$ cat src/rtl/cla_pkg.sv
package cla_pkg;
   localparam int GRP_W    = 4;
   localparam int UNIT_GRP = 4;
   localparam int UNIT_W   = GRP_W * UNIT_GRP;
endpackage

$ cat src/rtl/cla_lookahead4.sv
module cla_lookahead4 (
   input  logic [3:0] gen_i,
   input  logic [3:0] prop_i,
   input  logic       c0_i,
   output logic [3:1] carry_o,
   output logic       grp_gen_o,
   output logic       grp_prop_o
);
   always_comb begin
      carry_o[1] = gen_i[0] | (prop_i[0] & c0_i);
      carry_o[2] = gen_i[1] | (prop_i[1] & gen_i[0])
                 | (prop_i[1] & prop_i[0] & c0_i);
      carry_o[3] = gen_i[2] | (prop_i[2] & gen_i[1])
                 | (prop_i[2] & prop_i[1] & gen_i[0])
                 | (prop_i[2] & prop_i[1] & prop_i[0] & c0_i);
      grp_gen_o  = gen_i[3] | (prop_i[3] & gen_i[2])
                 | (prop_i[3] & prop_i[2] & gen_i[1])
                 | (prop_i[3] & prop_i[2] & prop_i[1] & gen_i[0]);
      grp_prop_o = &prop_i;
   end
endmodule

$ cat src/rtl/cla_group4.sv
module cla_group4
   import cla_pkg::*;
(
   input  logic [GRP_W-1:0] a_i,
   input  logic [GRP_W-1:0] b_i,
   input  logic             cin_i,
   output logic [GRP_W-1:0] sum_o,
   output logic             grp_gen_o,
   output logic             grp_prop_o
);
   logic [GRP_W-1:0] bit_gen, bit_prop, bit_cin;
   logic [3:1]       la_carry;

   assign bit_gen  = a_i & b_i;
   assign bit_prop = a_i ^ b_i;

   cla_lookahead4 u_la (
      .gen_i      (bit_gen),
      .prop_i     (bit_prop),
      .c0_i       (cin_i),
      .carry_o    (la_carry),
      .grp_gen_o  (grp_gen_o),
      .grp_prop_o (grp_prop_o)
   );

   assign bit_cin = {la_carry, cin_i};
   assign sum_o   = bit_prop ^ bit_cin;
endmodule

$ cat src/rtl/cla_unit16.sv
module cla_unit16
   import cla_pkg::*;
(
   input  logic [UNIT_W-1:0] a_i,
   input  logic [UNIT_W-1:0] b_i,
   input  logic              cin_i,
   output logic [UNIT_W-1:0] sum_o,
   output logic              unit_gen_o,
   output logic              unit_prop_o
);
   logic [UNIT_GRP-1:0] grp_gen, grp_prop, grp_cin;
   logic [3:1]          la_carry;

   for (genvar gi = 0; gi < UNIT_GRP; gi++) begin : g_grp
      cla_group4 u_grp (
         .a_i        (a_i[gi*GRP_W +: GRP_W]),
         .b_i        (b_i[gi*GRP_W +: GRP_W]),
         .cin_i      (grp_cin[gi]),
         .sum_o      (sum_o[gi*GRP_W +: GRP_W]),
         .grp_gen_o  (grp_gen[gi]),
         .grp_prop_o (grp_prop[gi])
      );
   end

   cla_lookahead4 u_la2 (
      .gen_i      (grp_gen),
      .prop_i     (grp_prop),
      .c0_i       (cin_i),
      .carry_o    (la_carry),
      .grp_gen_o  (unit_gen_o),
      .grp_prop_o (unit_prop_o)
   );

   assign grp_cin = {la_carry, cin_i};
endmodule

$ cat src/rtl/cla_adder.sv
module cla_adder
   import cla_pkg::*;
#(
   parameter int WIDTH = 32
) (
   input  logic [WIDTH-1:0] a_i,
   input  logic [WIDTH-1:0] b_i,
   input  logic             carry_i,
   output logic [WIDTH-1:0] sum_o,
   output logic             carry_o,
   output logic             grp_gen_o,
   output logic             grp_prop_o
);
   localparam int NUNIT = WIDTH / UNIT_W;

   if (WIDTH < UNIT_W || (WIDTH % UNIT_W) != 0) begin : g_bad_width
      $error("cla_adder: WIDTH must be a non-zero multiple of 16");
   end

   logic [NUNIT-1:0] unit_gen, unit_prop;
   logic [NUNIT:0]   unit_cin;
   logic [NUNIT:0]   acc_gen, acc_prop;

   assign unit_cin[0] = carry_i;
   assign acc_gen[0]  = 1'b0;
   assign acc_prop[0] = 1'b1;

   for (genvar ui = 0; ui < NUNIT; ui++) begin : g_unit
      cla_unit16 u_unit (
         .a_i         (a_i[ui*UNIT_W +: UNIT_W]),
         .b_i         (b_i[ui*UNIT_W +: UNIT_W]),
         .cin_i       (unit_cin[ui]),
         .sum_o       (sum_o[ui*UNIT_W +: UNIT_W]),
         .unit_gen_o  (unit_gen[ui]),
         .unit_prop_o (unit_prop[ui])
      );
      assign unit_cin[ui+1] = unit_gen[ui] | (unit_prop[ui] & unit_cin[ui]);
      assign acc_gen[ui+1]  = unit_gen[ui] | (unit_prop[ui] & acc_gen[ui]);
      assign acc_prop[ui+1] = unit_prop[ui] & acc_prop[ui];
   end

   assign carry_o    = unit_cin[NUNIT];
   assign grp_gen_o  = acc_gen[NUNIT];
   assign grp_prop_o = acc_prop[NUNIT];
endmodule

$ cat config.mk
export PLATFORM = sky130hd
export DESIGN_NAME = cla_adder
export DESIGN_NICKNAME = d
export VERILOG_FILES = /design/src/rtl/cla_pkg.sv /design/src/rtl/cla_lookahead4.sv /design/src/rtl/cla_group4.sv /design/src/rtl/cla_unit16.sv /design/src/rtl/cla_adder.sv
export SDC_FILE = /design/constraint.sdc
export NUM_CORES = 1
export LEC_CHECK = 0
export ABC_CLOCK_PERIOD_IN_PS = 3000
export BUFFER_PORTS_ARGS = -buffer_cell sky130_fd_sc_hd__buf_2
export CAP_MARGIN = 10
export CORE_ASPECT_RATIO = 1.1
export CORE_UTILIZATION = 46
export DETAILED_ROUTE_END_ITERATION = 12
export PLACE_DENSITY = 0.89
export SYNTH_ARGS = -nofsm -noshare
export SYNTH_HDL_FRONTEND = slang
export SYNTH_SLANG_ARGS = --single-unit
$ cat constraint.sdc
create_clock -name vclk -period 3
set_input_delay 0.3 -clock vclk [all_inputs]
set_output_delay 0.3 -clock vclk [all_outputs]
set_load 0.005 [all_outputs]
==> metrics.txt <==
maximum vdd drop=0.1236 mV; pwr dens=225.4 nW/µm²; final net count=422; Syn Inst Count=211; GRT Total Usage=0.2296; Post-CTS Setup Bufs=0; Rel. slew slack=0.7076; # port buffers=100; Seq/Total Area, Yosys=0; Post-Route WL=4328 µm; status=finished, final reports clean; Core Area=3386 µm²; Diodes inserted=0; power consumption=508.0 µW; worst hold start=b_i[28]; Area Overhead vs Synth=35.52%; unrepaired setup endpoints after global routing=no; DP Area=2253 µm²; Hold WS=949.2 ps; Routed Antenna Nets=0; crit path time final=2804 ps; largest net degree at the start of global routing=8; final cell count without fillers=363; hpwl dp=3895 µm; initial antenna violation count=0; area taken by multi-input logic gates=1610 µm²; Slew Limit Fails=0; GPL Wtd Cong=0.8347; Final Instance Area=2253 µm²; Avg WL per Cell=11.92 µm; Hold Path End=sum_o[28]; Slew @ Worst Pin=434.8 ps; crit share post-route=0.9346; Worst EP required=2700 ps; Synth cell types=48; FMAX=356.7 MHz; Tightest Hold Check Type=primary input to output port; startpoint types=primary input; I/O Pins=100; CLK BUF=0; sequential cell area=0 µm²; Synthesized Nets=316; vias in the first global route=1,971; Hold Fails Final Rpt=0; LEAKAGE=0.001194 µW; initial core utilization=0.4911; Critical Path End Type=output port; Synth Warn #=0; DR iter-0 viols=44; first-pass GRT wire length=7396 µm; die height=65.06 µm; synthesized cell area=1663 µm²; FF+latch count=0; row count=22; GRT overflow=0; dpl cells=363; DRC viols=0; Setup Total Neg Slack=0 ps; critical path arrival=2500 ps; share of cells above drive strength 1=0.3714; die area=3860 µm²; post-cts gate resize count=0; Final setup viols=0; Syn Area/Cell=7.881 µm²; iteration count of the initial detailed-routing pass=4; critical path peak fanout=7; Die W=59.33 µm; via count=2,041; fill cell count=315; Hold Path Cell Cnt=3; cts hold-fix bufs=0; CP Class=primary input to output port; DR vias/cell=5.623; Max Cap Viol=0
final cells by class:
| type | count | area share |
|---|---|---|
| Multi-Input combinational cell | 197 | 0.7146 |
| Tap cell | 48 | 0.02665 |
| Timing Repair Buffer | 104 | 0.2354 |
| Inverter | 14 | 0.02332 |
stage by stage:
step | setup slack (ps) | util
final | 196.3 | 0.6656
after global routing | 60.83 | 0.6656
after CTS | 180.8 | 0.6656
after detailed placement | 195.3 | 0.6656
after global placement | 245.4 | 0.6656
after floorplan | 566.2 | -
worst max-delay path by stage:
stage,to,depth (start not counted),from,slack [ps]
after global routing,sum_o[13],10,a_i[3],60
after global placement,sum_o[13],10,a_i[3],250
final,sum_o[28],10,b_i[15],200
after floorplan,sum_o[28],8,a_i[14],570
after detailed placement,sum_o[13],10,a_i[1],200
after CTS,sum_o[13],10,a_i[1],180
kinds of logic (layout without fill, tap and decap cells):
family          Yosys count  in the layout  share of synthesized area
simple gates             55             55                     0.1738
xor+xnor                 18             18                    0.09481
mux                       2              2                    0.01505
compound gates           82             82                     0.3477
fa+ha+maj                40             40                     0.3371
buf+inv                  14            118                    0.03160
cell usage in the layout (no fill, tap or decap), types with 6 or more instances in the layout:
cell       n
a21o_1    11
ha_1      32
nand2_1   16
xnor2_1   11
buf_2    100
o21ai_0   13
nand3_1    6
a21oi_1   22
fa_1       8
nor2_1     8
xor2_1     7
a31oi_1    6
inv_1     14
synthesized netlist by cell type, types with 3 or more instances:
library cell / instances / area share
inv_1: 14 / 0.032
and4_1: 4 / 0.021
o211ai_1: 3 / 0.014
nand3_1: 6 / 0.018
a31oi_1: 6 / 0.023
fa_1: 8 / 0.096
nor3_1: 3 / 0.0090
xnor2_1: 11 / 0.058
and3_1: 4 / 0.015
nand2_1: 16 / 0.036
nor2_1: 8 / 0.018
xor2_1: 7 / 0.037
ha_1: 32 / 0.24
a21o_1: 11 / 0.050
o21ai_0: 14 / 0.042
nand2b_1: 3 / 0.011
a21oi_1: 22 / 0.066
layer usage:
metal,vias to the layer above,track usage,part of all wire
met1,944,0.2563,0.42
met3,2,0.005988,0.041
met4,0,0.02083,0.0044
met5,-,0,0
met2,69,0.4747,0.54
li1,1026,-,-
report_power, final:
group	switching, µW	internal [µW]	total [µW]
Clock	0	0	0
Combinational	256	252	508
Sequential	0	0	0
worst max-delay path, stage by stage:
cell and delay (ps):
buf_2 100, ha_1 390, and4_1 320, and3_1 230, o21ai_2 90, a31o_2 260, a21o_1 190, nand2_1 90
fa_1 400, buf_2 130
(Power assumes the default switching activity.)
